`src/rtl/hs_pkg.sv`:
```
package hs_pkg;
  typedef enum logic [2:0] {
    BM_PCI33    = 3'd0,
    BM_PCI66    = 3'd1,
    BM_PCIX66   = 3'd2,
    BM_PCIX100  = 3'd3,
    BM_PCIX133  = 3'd4,
    BM_STRAPOFF = 3'd7
  } bus_mode_e;

  localparam logic [1:0] ADDR_CTRL   = 2'd0;
  localparam logic [1:0] ADDR_STATUS = 2'd1;
  localparam logic [1:0] ADDR_STRAP  = 2'd2;

  function automatic bus_mode_e decode_bus_mode(input logic sm, input logic [1:0] freq,
                                                input logic m66);
    bus_mode_e m;
    if (sm) m = BM_STRAPOFF;
    else begin
      case (freq)
        2'b11:   m = m66 ? BM_PCI66 : BM_PCI33;
        2'b10:   m = BM_PCIX66;
        2'b01:   m = BM_PCIX100;
        default: m = BM_PCIX133;
      endcase
    end
    return m;
  endfunction
endpackage

```
`src/rtl/hs_debounce.sv`:
```
module hs_debounce #(
  parameter int DB_CYCLES = 1024
) (
  input  logic clk,
  input  logic rst_n,
  input  logic raw_i,
  output logic level_o,
  output logic close_o,
  output logic open_o
);
  localparam int CNT_W = $clog2(DB_CYCLES + 1);
  localparam logic [CNT_W-1:0] CNT_LAST = CNT_W'(DB_CYCLES - 1);

  logic [1:0]       sync_q;
  logic             level_q;
  logic [CNT_W-1:0] cnt_q;
  logic             differ;
  logic             accept;

  assign differ  = sync_q[1] != level_q;
  assign accept  = differ && (cnt_q == CNT_LAST);
  assign close_o = accept && !sync_q[1];
  assign open_o  = accept && sync_q[1];
  assign level_o = level_q;

  always_ff @(posedge clk) begin
    if (!rst_n) begin
      sync_q  <= '0;
      level_q <= 1'b0;
      cnt_q   <= '0;
    end else begin
      sync_q <= {sync_q[0], raw_i};
      if (accept) begin
        level_q <= sync_q[1];
        cnt_q   <= '0;
      end else if (differ) begin
        cnt_q <= cnt_q + 1'b1;
      end else begin
        cnt_q <= '0;
      end
    end
  end

  assert_accept_after_window_R1: assert property (@(posedge clk) disable iff (!rst_n)
    !$stable(level_q) |-> ($past(cnt_q) == CNT_LAST) && (level_q == $past(sync_q[1])));
endmodule

```
`src/rtl/hs_strap_latch.sv`:
```
module hs_strap_latch
  import hs_pkg::*;
(
  input  logic       clk,
  input  logic       rst_n,
  input  logic       bus_rst_n_i,
  input  logic       sm_i,
  input  logic [1:0] freq_i,
  input  logic       m66_i,
  input  logic       retry_en_i,
  output logic       sm_o,
  output bus_mode_e  mode_o,
  output logic       retry_all_o,
  output logic       no_claim_o
);
  logic       bus_rst_q;
  logic       capture;
  logic       sm_q;
  logic [1:0] freq_q;
  logic       m66_q;

  assign capture     = bus_rst_n_i && !bus_rst_q;
  assign sm_o        = sm_q;
  assign mode_o      = decode_bus_mode(sm_q, freq_q, m66_q);
  assign retry_all_o = retry_en_i && sm_q;
  assign no_claim_o  = retry_en_i && !sm_q;

  always_ff @(posedge clk) begin
    if (!rst_n) begin
      bus_rst_q <= 1'b0;
      sm_q      <= 1'b1;
      freq_q    <= 2'b00;
      m66_q     <= 1'b0;
    end else begin
      bus_rst_q <= bus_rst_n_i;
      if (capture) begin
        sm_q   <= sm_i;
        freq_q <= freq_i;
        m66_q  <= m66_i;
      end
    end
  end

  assert_strap_only_on_release_R6: assert property (@(posedge clk) disable iff (!rst_n)
    !$past(capture) |-> $stable(sm_q) && $stable(freq_q) && $stable(m66_q));
  assert_policy_exclusive_R7: assert property (@(posedge clk) disable iff (!rst_n)
    $onehot0({retry_all_o, no_claim_o}));
endmodule

```
`src/rtl/hs_event_regs.sv`:
```
module hs_event_regs
  import hs_pkg::*;
(
  input  logic       clk,
  input  logic       rst_n,
  input  logic       ins_set_i,
  input  logic       ext_set_i,
  input  logic       level_i,
  input  logic [5:0] strap_word_i,
  input  logic       wr_i,
  input  logic [1:0] addr_i,
  input  logic [7:0] wdata_i,
  output logic [7:0] rdata_o,
  output logic       enum_oe_o,
  output logic       led_o
);
  logic mask_q, led_q, ins_q, ext_q;
  logic wr_ctrl, wr_status;
  logic ins_clr, ext_clr;

  assign wr_ctrl   = wr_i && (addr_i == ADDR_CTRL);
  assign wr_status = wr_i && (addr_i == ADDR_STATUS);
  assign ins_clr   = wr_status && wdata_i[0];
  assign ext_clr   = wr_status && wdata_i[1];

  always_ff @(posedge clk) begin
    if (!rst_n) begin
      mask_q <= 1'b0;
      led_q  <= 1'b1;
      ins_q  <= 1'b0;
      ext_q  <= 1'b0;
    end else begin
      if (wr_ctrl) begin
        mask_q <= wdata_i[0];
        led_q  <= wdata_i[1];
      end
      if (ins_set_i)    ins_q <= 1'b1;
      else if (ins_clr) ins_q <= 1'b0;
      if (ext_set_i)    ext_q <= 1'b1;
      else if (ext_clr) ext_q <= 1'b0;
    end
  end

  assign enum_oe_o = (ins_q || ext_q) && !mask_q;
  assign led_o     = led_q;

  always_comb begin
    case (addr_i)
      ADDR_CTRL:   rdata_o = {6'd0, led_q, mask_q};
      ADDR_STATUS: rdata_o = {5'd0, level_i, ext_q, ins_q};
      ADDR_STRAP:  rdata_o = {2'd0, strap_word_i};
      default:     rdata_o = 8'd0;
    endcase
  end

  assert_insert_sets_pending_R2: assert property (@(posedge clk) disable iff (!rst_n)
    ins_set_i |=> ins_q);
  assert_extract_sets_pending_R2: assert property (@(posedge clk) disable iff (!rst_n)
    ext_set_i |=> ext_q);
  assert_w1c_clears_R3: assert property (@(posedge clk) disable iff (!rst_n)
    ins_clr && !ins_set_i |=> !ins_q);
  assert_led_holds_R5: assert property (@(posedge clk) disable iff (!rst_n)
    !wr_ctrl |=> $stable(led_o));
endmodule

```
`src/rtl/hs_board_ctrl.sv`:
```
module hs_board_ctrl
  import hs_pkg::*;
#(
  parameter int DB_CYCLES = 1024
) (
  input  logic       clk,
  input  logic       rst_n,
  input  logic       handle_raw_i,
  input  logic       bus_rst_n_i,
  input  logic       strap_sm_i,
  input  logic [1:0] strap_freq_i,
  input  logic       m66_en_i,
  input  logic       cfg_retry_en_i,
  input  logic       reg_wr_i,
  input  logic [1:0] reg_addr_i,
  input  logic [7:0] reg_wdata_i,
  output logic [7:0] reg_rdata_o,
  output logic       enum_oe_o,
  output logic       enum_do_o,
  output logic       led_o,
  output logic [2:0] bus_mode_o,
  output logic       cfg_retry_all_o,
  output logic       cfg_no_claim_o
);
  logic      handle_level;
  logic      handle_closed_evt;
  logic      handle_opened_evt;
  logic      strap_sm;
  bus_mode_e mode;
  logic      retry_all, no_claim;

  hs_debounce #(.DB_CYCLES(DB_CYCLES)) u_debounce (
    .clk     (clk),
    .rst_n   (rst_n),
    .raw_i   (handle_raw_i),
    .level_o (handle_level),
    .close_o (handle_closed_evt),
    .open_o  (handle_opened_evt)
  );

  hs_strap_latch u_strap (
    .clk         (clk),
    .rst_n       (rst_n),
    .bus_rst_n_i (bus_rst_n_i),
    .sm_i        (strap_sm_i),
    .freq_i      (strap_freq_i),
    .m66_i       (m66_en_i),
    .retry_en_i  (cfg_retry_en_i),
    .sm_o        (strap_sm),
    .mode_o      (mode),
    .retry_all_o (retry_all),
    .no_claim_o  (no_claim)
  );

  hs_event_regs u_regs (
    .clk          (clk),
    .rst_n        (rst_n),
    .ins_set_i    (handle_closed_evt),
    .ext_set_i    (handle_opened_evt),
    .level_i      (handle_level),
    .strap_word_i ({no_claim, retry_all, strap_sm, mode}),
    .wr_i         (reg_wr_i),
    .addr_i       (reg_addr_i),
    .wdata_i      (reg_wdata_i),
    .rdata_o      (reg_rdata_o),
    .enum_oe_o    (enum_oe_o),
    .led_o        (led_o)
  );

  assign enum_do_o       = 1'b0;
  assign bus_mode_o      = mode;
  assign cfg_retry_all_o = retry_all;
  assign cfg_no_claim_o  = no_claim;

  assert_enum_data_low_R4: assert property (@(posedge clk) disable iff (!rst_n)
    enum_do_o == 1'b0);
  assert_event_drives_line_R4: assert property (@(posedge clk) disable iff (!rst_n)
    (handle_closed_evt || handle_opened_evt) && !reg_wr_i && !(reg_rdata_o[0] && reg_addr_i == ADDR_CTRL)
    |=> enum_oe_o || $past(reg_addr_i) == ADDR_CTRL);
endmodule

```
`config.mk`:
```
export PLATFORM = sky130hd
export DESIGN_NAME = hs_board_ctrl
export DESIGN_NICKNAME = d
export VERILOG_FILES = /design/src/rtl/hs_pkg.sv /design/src/rtl/hs_debounce.sv /design/src/rtl/hs_strap_latch.sv /design/src/rtl/hs_event_regs.sv /design/src/rtl/hs_board_ctrl.sv
export SDC_FILE = /design/constraint.sdc
export NUM_CORES = 1
export LEC_CHECK = 0
export CAP_MARGIN = 20
export CORE_UTILIZATION = 45
export DETAILED_ROUTE_END_ITERATION = 7
export DONT_BUFFER_PORTS = 1
export PLACE_DENSITY = 0.7
export SETUP_SLACK_MARGIN = 0.15
export SLEW_MARGIN = 25
export SYNTH_ARGS = -nofsm -noshare
export SYNTH_HDL_FRONTEND = slang
export SYNTH_SLANG_ARGS = --single-unit
```
`constraint.sdc`:
```
create_clock -name clk -period 1.3 [get_ports clk]
set_input_delay 0.26 -clock clk [delete_from_list [all_inputs] [get_ports clk]]
set_output_delay 0.26 -clock clk [all_outputs]
set_load 0.02 [all_outputs]
```
==> qor.tcl <==
set qor(start_kind) {flop}
set qor(worst_path_arrival_time_ps) 1580
set qor(power.density_cell_area_nw_per_um2) 775
set qor(hp-class) {in -> reg}
set qor(synth-async-reset-ratio_pct) 0
set qor(leakage_nw) 0.615
set qor(timing.critical_path.required_ps) 1040
set qor(place.port_buffers) 0
set qor(final_setup_violation_count) 23
set qor(viasPerCell) 5.09
set qor(post-route-period-util_pct) 141
set qor(row_count) 17
set qor(synth-seq-area-share_pct) 41.1
set qor(synth_warnings) 0
set qor(dieArea_um2) 2690
set qor(syn-cell-area_um2) 1120
set qor(clock.fmax_mhz) 545
set qor(ys_types) 29
set qor(timing.final.crit_period_ps) 1840
set qor(yosys_most_used_dff) {sky130_fd_sc_hd__dfxtp_1}
set qor(ctsLongestPathBuffers) 2
set qor(drive_gt1_share_pct) 52.8
set qor(drt-pass1-iter-count) 4
set qor(place.detailed.hpwl_mm) 1.65
set qor(layout.filler_cells) 170
set qor(number_of_cells_produced_by_synthesis) 129
set qor(antenna_found_initial) 0
set qor(drc) 0
set qor(synth-seq-cells) 23
set qor(cts_tree) {done}
set qor(rsz0062_at_grt) {yes}
set qor(run_status) {finished, violations left}
set qor(postLayoutSetupSlackWorst_ps) -535
set qor(starting_density_pct) 49.3
set qor(die_height_um) 51.9
set qor(clock_sink_count) 23
set qor(numPlacedInstances) 177
set qor(first_global_vias) 939
set qor(grt_util_all_layers_pct) 22.0
set qor(worstSetupPathType) {reg -> out}
set qor(route.detailed.wl_per_inst_um) 14.7
set qor(drt-initial-drc-count) 4
set qor(num_vias) 952
set qor(post_layout_nonfiller_instances) 187
set qor(global_route.overflow_total) 0
set qor(cts_buffers) 3
set qor(fin_skew_ps) 6.38
set qor(antenna_left) 0
set qor(placeableCoreArea_um2) 2280
set qor(post_synth_edffs) 0
set qor(multi_input_logic_area_um2) 783
set qor(pins_over_slew_limit) 0
set qor(cts_root_buffer) {sky130_fd_sc_hd__clkbuf_4}
set qor(clkSlewWorstSetupHoldPaths_ps) 130
set qor(syn_to_final_growth_pct) 48.8
set qor(number_of_endpoints_with_negative_hold_slack_in_the_final_report) 0
set qor(synth.top_cell.area_share_pct) 41.1
set qor(ios) 36
set qor(fin_nets) 183
set qor(path_max_fanout) 2
set qor(post-synth-top-area-cell) {sky130_fd_sc_hd__dfxtp_1}
set qor(grt_start_max_net_pins) 14
set qor(worst_skew_pair.late_latency_ps) 320
set qor(ys_top_cells_by_area) {sky130_fd_sc_hd__dfxtp_1 41%, sky130_fd_sc_hd__nor2b_1 7.3%, sky130_fd_sc_hd__nor2_1 7.0%}
set qor(finalWirelength_mm) 2.75
set qor(cts_max_level) 1
set qor(mean_syn_cell_area_um2) 8.69
set qor(final.hold.worst_slack_ps) 18.8
set qor(failing_checks) {negative setup slack}
set qor(drv.max_cap_violation_count) 0
set qor(critical_path_sink_type) {output port}
set qor(seq_area_um2) 477
set qor(place.gp.congestion) 0.709
set qor(chipWidth_um) 51.9
set qor(fin_total_pwr_w) 0.00129
set qor(antenna_cells) 0
set qor(worst_ir_drop_vdd_uv) 644
set qor(global_route_wire_length_before_repair_mm) 4.18
[worst max-delay path, stage by stage, from the launching register on]
cell and delay (ps):
sky130_fd_sc_hd__dfxtp_2 350, sky130_fd_sc_hd__inv_2 60, sky130_fd_sc_hd__ha_2 270, sky130_fd_sc_hd__or2_4 250
sky130_fd_sc_hd__mux2i_2 190, sky130_fd_sc_hd__o21ai_2 140
[repair_timing]
action,4_1_cts,5_1_grt
hold buffers,1,0
pin swaps,14,5
endpoints found under the hold margin,1,0
resized for setup,45,19
cloned,1,0
setup endpoints to repair,26,29
buffers inserted,3,1
[cell families after synthesis]
logic type / Yosys count / synth area share (%)
buf+inv: 15 / 6.70
mux: 5 / 4.46
compound gates: 13 / 7.14
flops: 23 / 41.1
xor+xnor: 7 / 5.47
simple gates: 62 / 31.5
fa+ha+maj: 3 / 3.35
other cells: 1 / 0.335
[through the flow]
| stage | cell area (um^2) | utilization [%] | setup TNS (ps) | worst slack (ps) |
|---|---|---|---|---|
| 2_1_floorplan | 1170 | - | -726 | -215 |
| 3_3_place_gp | 1360 | 59.6 | -349 | -145 |
| 3_5_place_dp | 1360 | 59.6 | -774 | -190 |
| 4_1_cts | 1580 | 69.4 | -2970 | -504 |
| 5_1_grt | 1670 | 73.3 | -5010 | -603 |
| 6_report | 1670 | 73.3 | -3550 | -535 |
[state kept, by name (all words and copies together), names as in the netlist]
signal / count
u_strap.freq_q: 2
u_strap.m66_q: 1
u_regs.led_o: 1
u_strap.bus_rst_q: 1
u_regs.mask_q: 1
u_strap.sm_o: 1
u_debounce.cnt_q: 11
u_regs.ins_q: 1
u_debounce.level_o: 1
u_debounce.sync_q: 2
u_regs.ext_q: 1
[layout by cell type, fill, tap and decap left out, drive strengths merged, types with 4 or more instances in the layout]
| cell | count |
|---|---|
| nand3 | 7 |
| xnor2 | 5 |
| o21ai | 4 |
| nor2 | 21 |
| dfxtp | 23 |
| inv | 9 |
| nand2 | 8 |
| buf | 29 |
| nor2b | 13 |
| mux2i | 5 |
[power by group]
group	switching (W)	internal (W)	total, W
combinational	0.000116	0.000107	0.000223
sequential	0.0000127	0.000718	0.000730
clock	0.000224	0.000115	0.000339
[area by class of cell]
class                           instances  area share, %
Multi-Input combinational cell         93           47.0
Sequential cell                        23           28.6
Timing Repair Buffer                   30           18.4
Inverter                                9           2.33
Tap cell                               28           2.10
Clock buffer                            3           1.35
Clock inverter                          1          0.300
[cells in the mapped netlist, types with 2 or more instances]
cell	n
sky130_fd_sc_hd__a21oi_1	3
sky130_fd_sc_hd__a22oi_1	2
sky130_fd_sc_hd__and2_1	3
sky130_fd_sc_hd__buf_4	3
sky130_fd_sc_hd__clkbuf_1	2
sky130_fd_sc_hd__dfxtp_1	23
sky130_fd_sc_hd__ha_1	3
sky130_fd_sc_hd__inv_1	9
sky130_fd_sc_hd__mux2i_1	5
sky130_fd_sc_hd__nand2_1	8
sky130_fd_sc_hd__nand3_1	7
sky130_fd_sc_hd__nand4_4	2
sky130_fd_sc_hd__nor2_1	21
sky130_fd_sc_hd__nor2b_1	13
sky130_fd_sc_hd__nor3_1	2
sky130_fd_sc_hd__o211ai_1	2
sky130_fd_sc_hd__o21ai_0	4
sky130_fd_sc_hd__xnor2_1	5
sky130_fd_sc_hd__xor2_1	2
[layer usage]
metal  vias to the layer above  part of all wire (%)  GRT usage, %  routed length (um)
li1                        473                     -             -                   -
met1                       457                    42          24.8                1140
met2                        16                    54          38.9                1480
met3                         6                   2.4          4.09                  66
met4                         0                   2.0          11.3                  56
met5                         -                     0             0                   0
[worst paths after layout]
path,from,endpoint,slack [ps],cells after the start
hold reg to reg,u_debounce.sync_q[0]$_SDFF_PN0_,u_debounce.sync_q[1]$_SDFF_PN0_,460,1
setup reg to reg,u_debounce.cnt_q[0]$_SDFF_PP0_,u_debounce.level_o$_SDFFE_PN0P_,-90,6
setup / recovery,u_strap.freq_q[0]$_SDFFE_PN0P_,reg_rdata_o[1],-540,5
hold / removal,rst_n,u_strap.sm_o$_SDFFE_PN1P_,20,1
Power figures use the tool's default switching activity.
